[src/rtl/irq_pkg.sv]
`timescale 1ns/1ps
package irq_pkg;
  localparam int unsigned OFS_STATUS = 0;
  localparam int unsigned OFS_MASK   = 1;
  localparam int unsigned OFS_SET    = 2;
  localparam int unsigned OFS_CLR    = 3;
  localparam int unsigned OFS_ACK    = 4;
  localparam int unsigned NUM_REGS   = 5;

  typedef enum logic [2:0] {
    SEL_NONE,
    SEL_STATUS,
    SEL_MASK,
    SEL_SET,
    SEL_CLR,
    SEL_ACK
  } reg_sel_e;
endpackage

[src/rtl/irq_line_detect.sv]
`timescale 1ns/1ps
module irq_line_detect #(
  parameter int unsigned NUM_IRQ = 8,
  parameter logic [NUM_IRQ-1:0] SENSE = '0
) (
  input  logic               clk,
  input  logic               rst_n,
  input  logic [NUM_IRQ-1:0] irq_in,
  output logic [NUM_IRQ-1:0] set_ev
);
  for (genvar i = 0; i < NUM_IRQ; i++) begin : g_line
    if (SENSE[i]) begin : g_edge
      logic prev_q;
      logic prev_d;

      always_comb prev_d = irq_in[i];

      always_ff @(posedge clk or negedge rst_n) begin
        if (!rst_n) prev_q <= 1'b0;
        else        prev_q <= prev_d;
      end

      always_comb set_ev[i] = irq_in[i] & ~prev_q;

      // an edge event needs the line to have been low on the previous cycle
      AST_EDGE_FROM_LOW: assert property (@(posedge clk) disable iff (!rst_n)
        ($past(rst_n) && set_ev[i]) |-> !$past(irq_in[i]));
    end else begin : g_level
      always_comb set_ev[i] = irq_in[i];
    end
  end
endmodule

[src/rtl/irq_status_mask.sv]
`timescale 1ns/1ps
module irq_status_mask #(
  parameter int unsigned NUM_IRQ = 8
) (
  input  logic               clk,
  input  logic               rst_n,
  input  logic [NUM_IRQ-1:0] set_ev,
  input  logic [NUM_IRQ-1:0] ack_bits,
  input  logic [NUM_IRQ-1:0] en_bits,
  input  logic [NUM_IRQ-1:0] dis_bits,
  output logic [NUM_IRQ-1:0] status_q,
  output logic [NUM_IRQ-1:0] mask_q
);
  logic [NUM_IRQ-1:0] status_d;
  logic [NUM_IRQ-1:0] mask_d;
  logic               status_ce;
  logic               mask_ce;

  always_comb begin
    status_ce = |set_ev | |ack_bits;
    mask_ce   = |en_bits | |dis_bits;
    // a set in the same cycle overrides the acknowledge
    status_d  = (status_q & ~ack_bits) | set_ev;
    mask_d    = (mask_q | en_bits) & ~dis_bits;
  end

  always_ff @(posedge clk or negedge rst_n) begin
    if (!rst_n) begin
      status_q <= '0;
      mask_q   <= '0;
    end else begin
      if (status_ce) status_q <= status_d;
      if (mask_ce)   mask_q   <= mask_d;
    end
  end

  AST_ACK_CLEARS: assert property (@(posedge clk) disable iff (!rst_n)
    1'b1 |=> ((status_q & $past(ack_bits & ~set_ev)) == '0));
  AST_SET_WINS: assert property (@(posedge clk) disable iff (!rst_n)
    1'b1 |=> (($past(set_ev) & ~status_q) == '0));
  AST_MASK_SET: assert property (@(posedge clk) disable iff (!rst_n)
    1'b1 |=> (($past(en_bits) & ~mask_q) == '0));
  AST_MASK_CLR: assert property (@(posedge clk) disable iff (!rst_n)
    1'b1 |=> (($past(dis_bits) & mask_q) == '0));
endmodule

[src/rtl/irq_regport.sv]
`timescale 1ns/1ps
module irq_regport
  import irq_pkg::*;
#(
  parameter int unsigned NUM_IRQ   = 8,
  parameter int unsigned ADDR_W    = 8,
  parameter int unsigned BASE_ADDR = 16
) (
  input  logic               clk,
  input  logic               rst_n,
  input  logic [ADDR_W-1:0]  reg_addr,
  input  logic               reg_wr,
  input  logic [NUM_IRQ-1:0] reg_wdata,
  input  logic               reg_rd,
  input  logic [NUM_IRQ-1:0] status_q,
  input  logic [NUM_IRQ-1:0] mask_q,
  output logic [NUM_IRQ-1:0] en_bits,
  output logic [NUM_IRQ-1:0] dis_bits,
  output logic [NUM_IRQ-1:0] ack_bits,
  output logic [NUM_IRQ-1:0] reg_rdata
);
  localparam logic [ADDR_W-1:0] A_STATUS = ADDR_W'(BASE_ADDR + OFS_STATUS);
  localparam logic [ADDR_W-1:0] A_MASK   = ADDR_W'(BASE_ADDR + OFS_MASK);
  localparam logic [ADDR_W-1:0] A_SET    = ADDR_W'(BASE_ADDR + OFS_SET);
  localparam logic [ADDR_W-1:0] A_CLR    = ADDR_W'(BASE_ADDR + OFS_CLR);
  localparam logic [ADDR_W-1:0] A_ACK    = ADDR_W'(BASE_ADDR + OFS_ACK);

  reg_sel_e           sel;
  logic [NUM_IRQ-1:0] rdata_d;

  always_comb begin
    unique case (reg_addr)
      A_STATUS: sel = SEL_STATUS;
      A_MASK:   sel = SEL_MASK;
      A_SET:    sel = SEL_SET;
      A_CLR:    sel = SEL_CLR;
      A_ACK:    sel = SEL_ACK;
      default:  sel = SEL_NONE;
    endcase
  end

  always_comb begin
    en_bits  = (reg_wr && sel == SEL_SET) ? reg_wdata : '0;
    dis_bits = (reg_wr && sel == SEL_CLR) ? reg_wdata : '0;
    ack_bits = (reg_wr && sel == SEL_ACK) ? reg_wdata : '0;
  end

  always_comb begin
    rdata_d = '0;
    if (reg_rd) begin
      case (sel)
        SEL_STATUS: rdata_d = status_q;
        SEL_MASK:   rdata_d = mask_q;
        default:    rdata_d = '0;
      endcase
    end
  end

  always_ff @(posedge clk or negedge rst_n) begin
    if (!rst_n) reg_rdata <= '0;
    else        reg_rdata <= rdata_d;
  end

  AST_OUTSIDE_READ_ZERO: assert property (@(posedge clk) disable iff (!rst_n)
    (reg_rd && sel != SEL_STATUS && sel != SEL_MASK) |=> (reg_rdata == '0));
  AST_IDLE_READ_ZERO: assert property (@(posedge clk) disable iff (!rst_n)
    !reg_rd |=> (reg_rdata == '0));
  AST_ONE_STROBE: assert property (@(posedge clk) disable iff (!rst_n)
    $countones({|en_bits, |dis_bits, |ack_bits}) <= 1);
endmodule

[src/rtl/irq_mask_ctrl.sv]
`timescale 1ns/1ps
module irq_mask_ctrl #(
  parameter int unsigned        NUM_IRQ   = 8,
  parameter int unsigned        ADDR_W    = 8,
  parameter int unsigned        BASE_ADDR = 16,
  parameter logic [NUM_IRQ-1:0] SENSE     = '0
) (
  input  logic               clk,
  input  logic               rst_n,
  input  logic [NUM_IRQ-1:0] irq_in,
  input  logic [ADDR_W-1:0]  reg_addr,
  input  logic               reg_wr,
  input  logic [NUM_IRQ-1:0] reg_wdata,
  input  logic               reg_rd,
  output logic [NUM_IRQ-1:0] reg_rdata,
  output logic               irq_n
);
  logic [NUM_IRQ-1:0] set_ev;
  logic [NUM_IRQ-1:0] status_q;
  logic [NUM_IRQ-1:0] mask_q;
  logic [NUM_IRQ-1:0] en_bits;
  logic [NUM_IRQ-1:0] dis_bits;
  logic [NUM_IRQ-1:0] ack_bits;
  logic               irq_n_d;

  irq_line_detect #(.NUM_IRQ(NUM_IRQ), .SENSE(SENSE)) i_detect (
    .clk(clk), .rst_n(rst_n), .irq_in(irq_in), .set_ev(set_ev)
  );

  irq_status_mask #(.NUM_IRQ(NUM_IRQ)) i_state (
    .clk(clk), .rst_n(rst_n), .set_ev(set_ev), .ack_bits(ack_bits),
    .en_bits(en_bits), .dis_bits(dis_bits),
    .status_q(status_q), .mask_q(mask_q)
  );

  irq_regport #(.NUM_IRQ(NUM_IRQ), .ADDR_W(ADDR_W), .BASE_ADDR(BASE_ADDR)) i_port (
    .clk(clk), .rst_n(rst_n), .reg_addr(reg_addr), .reg_wr(reg_wr),
    .reg_wdata(reg_wdata), .reg_rd(reg_rd), .status_q(status_q),
    .mask_q(mask_q), .en_bits(en_bits), .dis_bits(dis_bits),
    .ack_bits(ack_bits), .reg_rdata(reg_rdata)
  );

  always_comb irq_n_d = ~|(status_q & mask_q);

  always_ff @(posedge clk or negedge rst_n) begin
    if (!rst_n) irq_n <= 1'b1;
    else        irq_n <= irq_n_d;
  end

  AST_IRQ_ASSERTS: assert property (@(posedge clk) disable iff (!rst_n)
    ($past(rst_n) && |(status_q & mask_q)) |=> !irq_n);
  AST_IRQ_QUIET: assert property (@(posedge clk) disable iff (!rst_n)
    ((status_q & mask_q) == '0) |=> irq_n);
endmodule

[config.mk]
export PLATFORM = sky130hd
export DESIGN_NAME = irq_mask_ctrl
export DESIGN_NICKNAME = d
export VERILOG_FILES = /design/src/rtl/irq_pkg.sv /design/src/rtl/irq_line_detect.sv /design/src/rtl/irq_status_mask.sv /design/src/rtl/irq_regport.sv /design/src/rtl/irq_mask_ctrl.sv
export SDC_FILE = /design/constraint.sdc
export NUM_CORES = 1
export LEC_CHECK = 0
export BUFFER_PORTS_ARGS = -buffer_cell sky130_fd_sc_hd__buf_2
export CELL_PAD_IN_SITES_DETAIL_PLACEMENT = 1
export CELL_PAD_IN_SITES_GLOBAL_PLACEMENT = 1
export CORE_UTILIZATION = 38
export CTS_CLUSTER_SIZE = 20
export DETAILED_ROUTE_END_ITERATION = 10
export PLACE_DENSITY = 0.87
export SETUP_SLACK_MARGIN = 0.15
export SLEW_MARGIN = 5
export SYNTH_ARGS = -nofsm -noshare
export SYNTH_HDL_FRONTEND = slang
export SYNTH_SLANG_ARGS = --single-unit
[constraint.sdc]
create_clock -name clk -period 1.2 [get_ports clk]
set_clock_uncertainty 0.1 [all_clocks]
set_input_delay 0.18 -clock clk [delete_from_list [all_inputs] [get_ports clk]]
set_output_delay 0.18 -clock clk [all_outputs]
set_load 0.005 [all_outputs]
# == Word level (Yosys, flattened, before mapping) ==
# Index checks and enable logic that the tools add are counted.
# Widths: inputs -> output; s select.
# classes
n_eq_ne,10
n_mux,6
bitwise,9
reduce_logical,9
# ops
operator,n
$eq 8x5->1 const B,5
$reduce_or 8->1,5
$mux 8,4
$and 8x8->8,3
$not 8->8,2
$or 8x8->8,2
$pmux 8 s2,1
$pmux 3 s5,1
$eq 3x2->1 const B,2
$eq 3x3->1 const B,2
$eq 3x1->1 const B,1
$logic_and 1x1->1,3
$or 1x1->1,2
$logic_not 1->1,1
# totals
ff_bits,25
input_bits,28
out_inout_bits,9
wordCells,38

# == Longest topological paths before layout ==
# Gate-level depths: netlist of run 1.
# logic_depth
ltp_word,8
depth_mapped,5
depth_no_buf,3

# == Modules after synthesis ==
# A second synthesis of run 1 with hierarchy kept.
# unflattened
hier_cells,154
hier_area_um2,1412.6
# by_module_without_submodules
mod,n_inst,cells_per_inst,area_per_inst_um2,seq_area_each_um2
irq_regport,1,92,737.0,200.2
irq_status_mask,1,48,550.5,400.4
irq_mask_ctrl,1,6,65.1,26.3
irq_line_detect,1,8,60.1,0.0

# == Worst setup path before layout of run 1 ==
# No wires, ideal clock.
# synth_path
path_kind,input port to flip-flop
start,input port reg_addr[0]
end,register i_state.status_q[0]
setup_time_ps,118
t_arrival_ps,972
required_time_ps,982
setup_slack_ps,10
path_stages,5
n_path_buf,2
cell_sequence,buf_2 -> and3b_1 -> buf_2 -> nand4_1 -> a21o_1
# synth_between
elab_chain_cells,8
word_cells_on_any_way,14
classes_between,eq/ne: 6; mux: 2; bitwise: 4; reduce/logical: 2
# synth_rtl
item,line_no,rtl
from (decl),irq_mask_ctrl.sv:11,"input logic [ADDR_W-1:0] reg_addr,"
$eq 8x5->1,irq_regport.sv:32,unique case (reg_addr)
$pmux 3 s5 (*),irq_regport.sv:32,
$eq 3x3->1 (*),irq_regport.sv:45,ack_bits = (reg_wr && sel == SEL_ACK) ? reg_wdata : '0;
$logic_and 1x1->1 (*),irq_regport.sv:45,
$mux 8 (*),irq_regport.sv:45,
branches (longest 3 deep; another with $reduce_or 8->1),--,
to (signal assigned),irq_status_mask.sv:32,if (status_ce) status_q <= status_d;
to (decl),irq_status_mask.sv:11,"output logic [NUM_IRQ-1:0] status_q,"
# Mark *: on every way between the ends.
# A chain may end at the register's enable or synchronous reset.

# == Worst setup path after layout of run 1 ==
# layout_path
start,register irq_n
end,output port irq_n
# layout_rtl
item,line_no,rtl
from (decl),irq_mask_ctrl.sv:16,output logic irq_n
from (signal assigned),irq_mask_ctrl.sv:47,else irq_n <= irq_n_d;
# No word-level cell between the ends.

==> flow_summary_export.csv, run 1 <==
group,metric,value,unit
status,outcome,"complete, but fails checks",
status,violations,"design-rule violations, negative setup slack",
critical_path,cp.arrival,970,ps
floorplan,die_y,57.0,um
sta,worstMarginPinSlew,570,ps
logic_synthesis,syn_area_per_cell,12.0,sq um
floorplan,die_w,57.0,um
critical_path,crit_family,"flip-flops",
power_and_ir_drop,peakVddDrop,0.610,mV
logic_synthesis,ys_types,17,
power_and_ir_drop,power_density,938,nW/um^2
power_and_ir_drop,p_total,1.44,mW
placement,gp_congestion,0.783,
floorplan,pin_count,37,
critical_path,worstPathCellList,"buf_6",
logic_synthesis,ys_seq_elements,25,
clocking,clock_path_buffers,2,
critical_path,slowest_delay,560,ps
critical_path,path_depth,1,
clocking,clkSlewWorstSetupHoldPaths,150,ps
logic_synthesis,ys_seq_area_share,54.5,%
logic_synthesis,synth.top_cells.by_count,"dfrtp_1 (24), mux2i_1 (16)",
critical_path,crit_path_end_kind,"primary output",
logic_synthesis,ys.flop_type,"dfrtp_1",
route,drtIter0Drc,14,
placement,dp_hpwl,2220,um
placement,port_buffers,36,
critical_path,cp_max_fo,1,
sta,post-route-period-util,104,%
final_layout,fin_nets,176,
logic_synthesis,synth_cells,96,
final_layout,drive_above_1_share,36.1,%
clocking,clk_latency,330,ps
critical_path,crit_required,920,ps
final_layout,diodes,0,
route,route.detailed.wl_per_inst,16.6,um
critical_path,r2r-end,"irq_n$_DFF_PN1_",
logic_synthesis,synth_warnings,0,
grt,antenna_found_initial,0,
route,drt_wl_total,2950,um
sta,timing.final.ws_setup,-52.1,ps
logic_synthesis,synth_most_common_cell,"dfrtp_1",
floorplan,row_count,19,
logic_synthesis,synth_area,1150,sq um
placement,pre_cts_slack,-97.4,ps
final_layout,n_fill_cell,304,
clocking,cts.sinks,25,
clocking,cts_tree,"built",
logic_synthesis,synth_fp_nets,124,
critical_path,timing.rr.start,"i_state.status_q[6]$_DFFE_PN0P_",
floorplan,initial_core_util,41.0,%
sta,hold_violations,0,
grt,track_usage,20.2,%
power_and_ir_drop,leakagePower,0.811,nW
sta,slew_headroom,62.0,%
critical_path,r2r_cells,2,
floorplan,core,2810,sq um
logic_synthesis,ys_top_cells_by_area,"dfrtp_1 (52%), mux2i_1 (14%), a21o_1 (5.2%), nand4_1 (4.3%), nor4b_4 (4.1%)",
route,dr.pass1.iters,6,
clocking,ctsHtreeMaxLevel,1,
placement,place_inst,165,
sta,maxSlewViolCount,0,
route,ant_nets,0,
clocking,clockRootBuffer,"clkbuf_4",
logic_synthesis,yosysTopAreaCell,"dfrtp_1",
final_layout,instances_no_fill,178,
critical_path,startpoint_type,"register",
logic_synthesis,async_flop_share,100,%
sta,max_freq,799,MHz
grt,grt_pass1_wl,4910,um
sta,hold_ws,31.8,ps
sta,finalSetupViolations,1,
logic_synthesis,synth-edff-count,0,
grt,grt-ovfl-total,0,
grt,grt_max_degree,26,
job,maxCapViolCount,0,
clocking,cts_buffers,3,
route,vias,973,
critical_path,crit_start,"irq_n$_DFF_PN1_",
critical_path,crit_slowest_cell,"dfstp_2",
sta,period_needed,1250,ps
sta,rsz0062_at_grt,"true",
route,drc,4,
logic_synthesis,synth_top_cell_area_share,52.2,%
critical_path,crit_end,"irq_n",
floorplan,dieArea,3250,sq um
critical_path,crit_type,"register to primary output",
critical_path,r2r_slack,190,ps
critical_path,critPathBufInv,1,
route,vias_per_cell,5.47,
worst_hold_path,min_path_type,"input pin to register",
grt,grt_pass1_vias,1087,
final_layout,area_growth,33.2,%
==> placed cells by master (no fill, tap or decap), drive strengths merged, types with 2 or more instances in the layout <==
cell type	instances
nand3	8
dfrtp	24
mux2i	16
a22oi	4
nand4	8
buf	42
inv	8
nor2	9
dlygate4sd3	9
clkbuf	3
a21o	8
nor4b	2
==> metal layers <==
| layer | part of all wire, % | track usage (%) |
|---|---|---|
| met1 | 40 | 22.2 |
| met2 | 53 | 35.6 |
| met3 | 3.3 | 4.54 |
| met4 | 3.3 | 11.8 |
| met5 | 0 | 0 |
==> area by class of cell <==
| class | count | area (sq um) | area share [%] |
|---|---|---|---|
| Clock buffer | 3 | 22.5 | 1.47 |
| Clock inverter | 1 | 7.51 | 0.490 |
| Inverter | 8 | 30.0 | 1.96 |
| Multi-Input combinational cell | 59 | 485 | 31.7 |
| Sequential cell | 25 | 627 | 40.9 |
| Tap cell | 31 | 38.8 | 2.53 |
| Timing Repair Buffer | 51 | 322 | 21.0 |
==> repair_timing <==
action,4_1_cts,5_1_grt
resized for setup,0,3
endpoints found under the setup margin,9,10
setup buffers,0,0
hold buffers,9,0
gates cloned,0,0
endpoints found under the hold margin,32,0
==> flip-flops by register name (all words and copies together) (netlist names) <==
name,count
i_port.reg_rdata,8
i_state.mask_q,8
i_state.status_q,8
irq_n,1
==> where the power goes <==
part | switching (mW) | total, mW | internal [mW]
combinational | 0.0893 | 0.177 | 0.0873
clock | 0.264 | 0.391 | 0.128
sequential | 0.0124 | 0.869 | 0.857
total | 0.366 | 1.44 | 1.07
==> cell families (layout without fill, tap and decap cells) <==
group | Yosys count | after routing | synth area share, %
flip-flops | 25 | 25 | 54.5
buffers and inverters | 12 | 63 | 4.24
AND/OR/NAND/NOR | 31 | 31 | 19.6
AO/OA/AOI/OAI | 12 | 12 | 7.83
multiplexers | 16 | 16 | 13.9
==> how the worst min path moves through the flow <==
stage                     cells after the start                       endpoint         start  slack (ps)
after floorplan                               0  i_port.reg_rdata[0]$_DFF_PN0_         rst_n        -220
after global placement                        1  i_port.reg_rdata[0]$_DFF_PN0_         rst_n         100
after detailed placement                      1  i_port.reg_rdata[0]$_DFF_PN0_         rst_n         100
after CTS                                     3  i_state.mask_q[7]$_DFFE_PN0P_  reg_wdata[7]          30
after global routing                          3  i_state.mask_q[7]$_DFFE_PN0P_  reg_wdata[7]          20
final                                         3  i_state.mask_q[7]$_DFFE_PN0P_  reg_wdata[7]          30
==> through the flow <==
step | TNS (ps) | utilization, % | instance area [sq um]
after global routing | -92.9 | 54.6 | 1530
final | -52.1 | 54.6 | 1530
after CTS | -60.7 | 54.1 | 1520
after detailed placement | -1800 | 49.8 | 1400
after global placement | -483 | 49.8 | 1400
after floorplan | 0 | - | 1150
Power figures use the tool's default switching activity.
==> run 2, diff against run 1 <==
- CTS_BUF_LIST: not set -> sky130_fd_sc_hd__clkbuf_16
- GPL_TIMING_DRIVEN: not set -> 0
==> flow_summary_export.csv, run 2 (synthesized netlist as in run 1, its figures left out) <==
group,metric,value,unit
final_layout,final_common_cell,"buf_2",
power_and_ir_drop,combinationalPowerShare,10.6,%
floorplan,die_w,57.0,um
critical_path,crit_family,"flip-flops",
worst_hold_path,min_path_type,"input pin to register",
critical_path,crit_required,920,ps
sta,post-route-period-util,95.2,%
job,maxCapViolCount,0,
grt,antenna_found_initial,0,
critical_path,r2r_slack,150,ps
sta,worstMarginPinSlew,348,ps
critical_path,startpoint_type,"register",
sta,timing.final.ws_setup,57.0,ps
placement,pre_cts_slack,-376,ps
floorplan,row_count,19,
critical_path,cp.arrival,860,ps
critical_path,crit_type,"register to primary output",
final_layout,diodes,0,
route,vias_per_cell,5.60,
status,outcome,"complete, but fails checks",
power_and_ir_drop,seqPwrFrac,48.9,%
critical_path,critPathBufInv,1,
route,drt_wl_total,3350,um
critical_path,r2r-end,"irq_n$_DFF_PN1_",
clocking,clock_path_buffers,2,
sta,hold_ws,4.96,ps
sta,finalSetupViolations,0,
route,ant_nets,0,
grt,grt-ovfl-total,0,
clocking,cts_tree,"built",
route,vias,974,
critical_path,cp_max_fo,1,
grt,track_usage,21.0,%
clocking,clkSlewWorstSetupHoldPaths,60,ps
sta,maxSlewViolCount,0,
critical_path,slowest_delay,520,ps
final_layout,area_growth,42.2,%
final_layout,top_regs,"i_port.reg_rdata: 8 flops, i_state.mask_q: 8 flops, i_state.status_q: 8 flops",
floorplan,core,2810,sq um
route,dr.pass1.iters,7,
clocking,cts.sinks,25,
clocking,cts_buffers,3,
power_and_ir_drop,power_frac_clock,40.5,%
critical_path,worstPathCellList,"buf_6",
critical_path,crit_end,"irq_n",
grt,grt_pass1_vias,1107,
route,drtIter0Drc,27,
status,violations,"design-rule violations",
placement,gp_congestion,0.748,
floorplan,pin_count,37,
clocking,clk_latency,260,ps
critical_path,r2r_cells,2,
final_layout,drive_above_1_share,46.9,%
placement,dp_hpwl,2130,um
route,drc,4,
grt,grt_max_degree,26,
final_layout,layout_common_cells,"buf_2 (32), dfrtp_1 (24), mux2i_1 (16)",
power_and_ir_drop,p_int,1.39,mW
floorplan,initial_core_util,41.0,%
clocking,ctsHtreeMaxLevel,1,
power_and_ir_drop,peakVddDrop,0.503,mV
placement,port_buffers,35,
sta,period_needed,1140,ps
power_and_ir_drop,power_density,1090,nW/um^2
floorplan,dieArea,3250,sq um
sta,rsz0062_at_grt,"true",
power_and_ir_drop,p_sw,389,uW
clocking,clockRootBuffer,"clkbuf_16",
final_layout,n_fill_cell,306,
critical_path,crit_start,"irq_n$_DFF_PN1_",
critical_path,crit_path_end_kind,"primary output",
critical_path,crit_slowest_cell,"dfstp_2",
critical_path,path_depth,1,
power_and_ir_drop,leakagePower,0.837,nW
sta,max_freq,875,MHz
sta,slew_headroom,76.8,%
sta,hold_violations,0,
final_layout,fin_nets,172,
grt,grt_pass1_wl,5010,um
floorplan,die_y,57.0,um
critical_path,timing.rr.start,"i_state.status_q[3]$_DFFE_PN0P_",
power_and_ir_drop,switching_share,21.9,%
route,route.detailed.wl_per_inst,19.2,um
-- run 2: changes by cell type in the layout (fill, tap and decap cells not counted), sizes merged --
cell / previous run / this run
clkbuf: 3 / 4
dlygate4sd3: 9 / 4
inv: 8 / 9
clkinvlp: 1 / 0
-- run 2: area by class of cell --
class	instances	area (sq um)	share of cell area, %
multi-input combinational	59	561	34.3
tap	31	38.8	2.37
inverter	8	30.0	1.83
clock buffer	3	75.1	4.59
sequential	25	627	38.3
buffer	4	32.5	1.99
clock inverter	1	3.75	0.229
timing repair buffer	43	269	16.4
-- run 2: power by group through the flow --
stage          combinational (mW)  clock (mW)  sequential, mW
2_1_floorplan              0.0569           0           0.881
3_3_place_gp                0.140           0           0.882
3_5_place_dp                0.146           0           0.883
4_1_cts                     0.164       0.751           0.868
5_1_grt                     0.203       0.747           0.871
6_report                    0.189       0.719           0.870
-- run 2: what timing repair did --
action / CTS / global route
setup buffers: 4 / 0
setup endpoints to repair: 25 / 50
hold buffers: 4 / 0
hold endpoints to repair: 27 / 0
resized for setup: 1 / 28
pin swaps: 2 / 4
-- run 2: worst min path at each step --
stage,end,slack [ps],cells past startpoint,startpoint
2_1_floorplan,i_port.reg_rdata[0]$_DFF_PN0_,-220,0,rst_n
3_5_place_dp,i_port.reg_rdata[0]$_DFF_PN0_,100,1,rst_n
3_3_place_gp,i_port.reg_rdata[0]$_DFF_PN0_,90,1,rst_n
4_1_cts,i_state.status_q[2]$_DFFE_PN0P_,0.3,2,irq_in[2]
5_1_grt,i_state.status_q[7]$_DFFE_PN0P_,8,2,irq_in[7]
6_report,i_state.status_q[2]$_DFFE_PN0P_,5,2,irq_in[2]
-- run 2: per-layer routing --
layer,share of wire [%],global-route usage [%],up-vias
met3,3.5,1.81,11
met1,39,22.4,485
met4,4.2,12.9,0
li1,-,-,443
met5,0,0,-
met2,53,39.7,35
-- run 2: stage by stage --
stage	utilization, %	TNS (ps)	cells	area [sq um]	total power [mW]
finish	58.3	0	174	1640	1.78
global route	58.3	0	174	1640	1.82
CTS	54.2	0	174	1520	1.78
detailed placement	48.8	-7030	162	1370	1.03
global placement	48.8	-5920	162	1370	1.02
floorplan	-	0	96	1150	0.938
==> run 3, diff against run 2 <==
--- a/config.mk
+++ b/config.mk
@@ -9,4 +9,5 @@
 export CELL_PAD_IN_SITES_DETAIL_PLACEMENT = 1
 export CELL_PAD_IN_SITES_GLOBAL_PLACEMENT = 1
+export CORE_MARGIN = 2
 export CORE_UTILIZATION = 38
 export CTS_BUF_LIST = sky130_fd_sc_hd__clkbuf_16
@@ -16,5 +17,5 @@
 export PLACE_DENSITY = 0.87
 export SETUP_SLACK_MARGIN = 0.15
-export SLEW_MARGIN = 5
+export SLEW_MARGIN = 20
 export SYNTH_ARGS = -nofsm -noshare
 export SYNTH_HDL_FRONTEND = slang
==> constraint.sdc (replaced) <==
create_clock -name clk -period 1.2 [get_ports clk]
set_clock_uncertainty 0.1 [all_clocks]
set_input_delay 0.18 -clock clk [delete_from_list [all_inputs] [get_ports clk]]
set_output_delay 0.18 -clock clk [all_outputs]
set_load 0.02 [all_outputs]
==> flow_summary_export.csv, run 3 (synthesized netlist as in run 1, its figures left out) <==
group,metric,value,unit
status,outcome,"complete, but fails checks",
status,violations,"negative hold slack",
floorplan,core,2830,sq um
critical_path,worstPathCellList,"buf_6",
final_layout,fin_nets,169,
power_and_ir_drop,p_int,1.39,mW
power_and_ir_drop,leakagePower,0.812,nW
sta,rsz0062_at_grt,"true",
critical_path,crit_slowest_cell,"dfstp_2",
floorplan,die_w,59.0,um
clocking,cts.sinks,25,
critical_path,crit_type,"register to primary output",
sta,slew_headroom,62.1,%
critical_path,critPathBufInv,1,
placement,dp_hpwl,2190,um
critical_path,cp.arrival,900,ps
route,ant_nets,0,
sta,finalSetupViolations,0,
sta,tns,0,ps
grt,grt_pass1_vias,1042,
final_layout,layout_common_cells,"buf_2 (26), dfrtp_1 (24), mux2i_1 (16)",
power_and_ir_drop,peakVddDrop,0.700,mV
final_layout,final_common_cell,"buf_2",
power_and_ir_drop,power_frac_clock,42.2,%
route,vias,970,
route,drtIter0Drc,27,
sta,hold_violations,2,
floorplan,pin_count,37,
critical_path,startpoint_type,"register",
worst_hold_path,min_path_type,"input pin to register",
floorplan,die_y,59.0,um
clocking,cts_tree,"built",
grt,top_usage_layer,"met2",
final_layout,n_fill_cell,295,
grt,track_usage,20.1,%
final_layout,drive_above_1_share,44.3,%
clocking,ctsHtreeMaxLevel,1,
final_layout,area_growth,41.4,%
job,maxCapViolCount,0,
sta,maxSlewViolCount,0,
grt,use_met1,25.2,%
clocking,clk_latency,260,ps
placement,port_buffers,35,
power_and_ir_drop,switching_share,23.3,%
sta,hold_ws,-4.48,ps
final_layout,top_regs,"i_port.reg_rdata: 8 flops, i_state.mask_q: 8 flops, i_state.status_q: 8 flops",
power_and_ir_drop,combinationalPowerShare,9.7,%
route,drt_wl_total,3310,um
grt,grt_pass1_wl,5090,um
power_and_ir_drop,seqPwrFrac,48.0,%
grt,antenna_found_initial,0,
grt,use_met3,2.40,%
critical_path,cp_max_fo,1,
floorplan,row_count,19,
grt,grt-ovfl-total,0,
final_layout,diodes,0,
floorplan,dieArea,3490,sq um
grt,met2_usage,34.6,%
power_and_ir_drop,p_total,1.81,mW
critical_path,crit_required,920,ps
route,drc,0,
sta,period_needed,1180,ps
critical_path,crit_path_end_kind,"primary output",
route,vias_per_cell,5.67,
clocking,cts_buffers,3,
sta,worstMarginPinSlew,569,ps
grt,grt_max_degree,26,
clocking,clock_path_buffers,2,
clocking,clockRootBuffer,"clkbuf_16",
critical_path,slowest_delay,530,ps
critical_path,crit_family,"flip-flops",
route,route.detailed.wl_per_inst,19.3,um
sta,max_freq,848,MHz
clocking,clkSlewWorstSetupHoldPaths,70,ps
floorplan,initial_core_util,40.7,%
sta,post-route-period-util,98.2,%
placement,gp_congestion,0.722,
route,dr.pass1.iters,4,
power_and_ir_drop,p_sw,422,uW
power_and_ir_drop,power_density,1110,nW/um^2
run 3: cell types whose count changed in the layout (fill, tap and decap cells not counted), moves of 2 or more:
cell and change:
nor2_1 +3, nand3_2 +2, buf_2 -6, buf_6 +4, nor2_2 -3, buf_4 -2
run 3: final cells by class:
class | instances | area [sq um] | area share, %
Multi-Input combinational cell | 59 | 531 | 32.6
Timing Repair Buffer | 40 | 289 | 17.8
Sequential cell | 25 | 627 | 38.5
Inverter | 8 | 30.0 | 1.84
Buffer | 4 | 30.0 | 1.84
Tap cell | 31 | 38.8 | 2.38
Clock inverter | 1 | 7.51 | 0.461
Clock buffer | 3 | 75.1 | 4.61
run 3: final timing paths:
kind                                                       from                              end  slack (ps)  depth (start not counted)
worst min register to register  i_state.status_q[7]$_DFFE_PN0P_  i_state.status_q[7]$_DFFE_PN0P_         420                          1
min in group asynchronous                                 rst_n    i_port.reg_rdata[4]$_DFF_PN0_         360                          2
worst min-delay path                                  irq_in[5]  i_state.status_q[5]$_DFFE_PN0P_          -4                          2
worst max-delay path                            irq_n$_DFF_PN1_                            irq_n          20                          1
worst max register to register  i_state.status_q[5]$_DFFE_PN0P_                  irq_n$_DFF_PN1_         150                          2
max in group asynchronous                                 rst_n  i_state.status_q[4]$_DFFE_PN0P_         270                          2
run 3: power by group through the flow:
stage          Combinational, mW  Clock, mW  Sequential (mW)
2_1_floorplan             0.0569          0            0.882
3_3_place_gp               0.143          0            0.882
3_5_place_dp               0.150          0            0.884
4_1_cts                    0.167      0.769            0.868
5_1_grt                    0.191      0.794            0.870
6_report                   0.176      0.764            0.869
run 3: per-layer routing:
metal | routed length (um) | share of wire, %
met5 | 0 | 0
met4 | 79 | 2.4
met3 | 123 | 3.7
met2 | 1750 | 53
met1 | 1350 | 41
run 3: timing repair:
action / 4_1_cts / 5_1_grt
hold buffers: 3 / 0
pin swaps: 2 / 1
setup buffers: 2 / 0
gates resized for setup: 15 / 20
cloned: 0 / 0
hold endpoints to repair: 26 / 0
endpoints found under the setup margin: 31 / 26
run 3: per-stage QoR:
stage                     worst slack (ps)  std cells  util (%)  hold WS (ps)  cell area [sq um]
after global placement                -369        162      48.4          88.6               1370
final                                 21.0        171      57.5         -4.48               1630
after floorplan                       40.3         96         -          -216               1150
after global routing                  14.7        171      57.5          11.9               1630
after CTS                             18.0        171      55.1          2.71               1560
after detailed placement              -405        162      48.4           103               1370
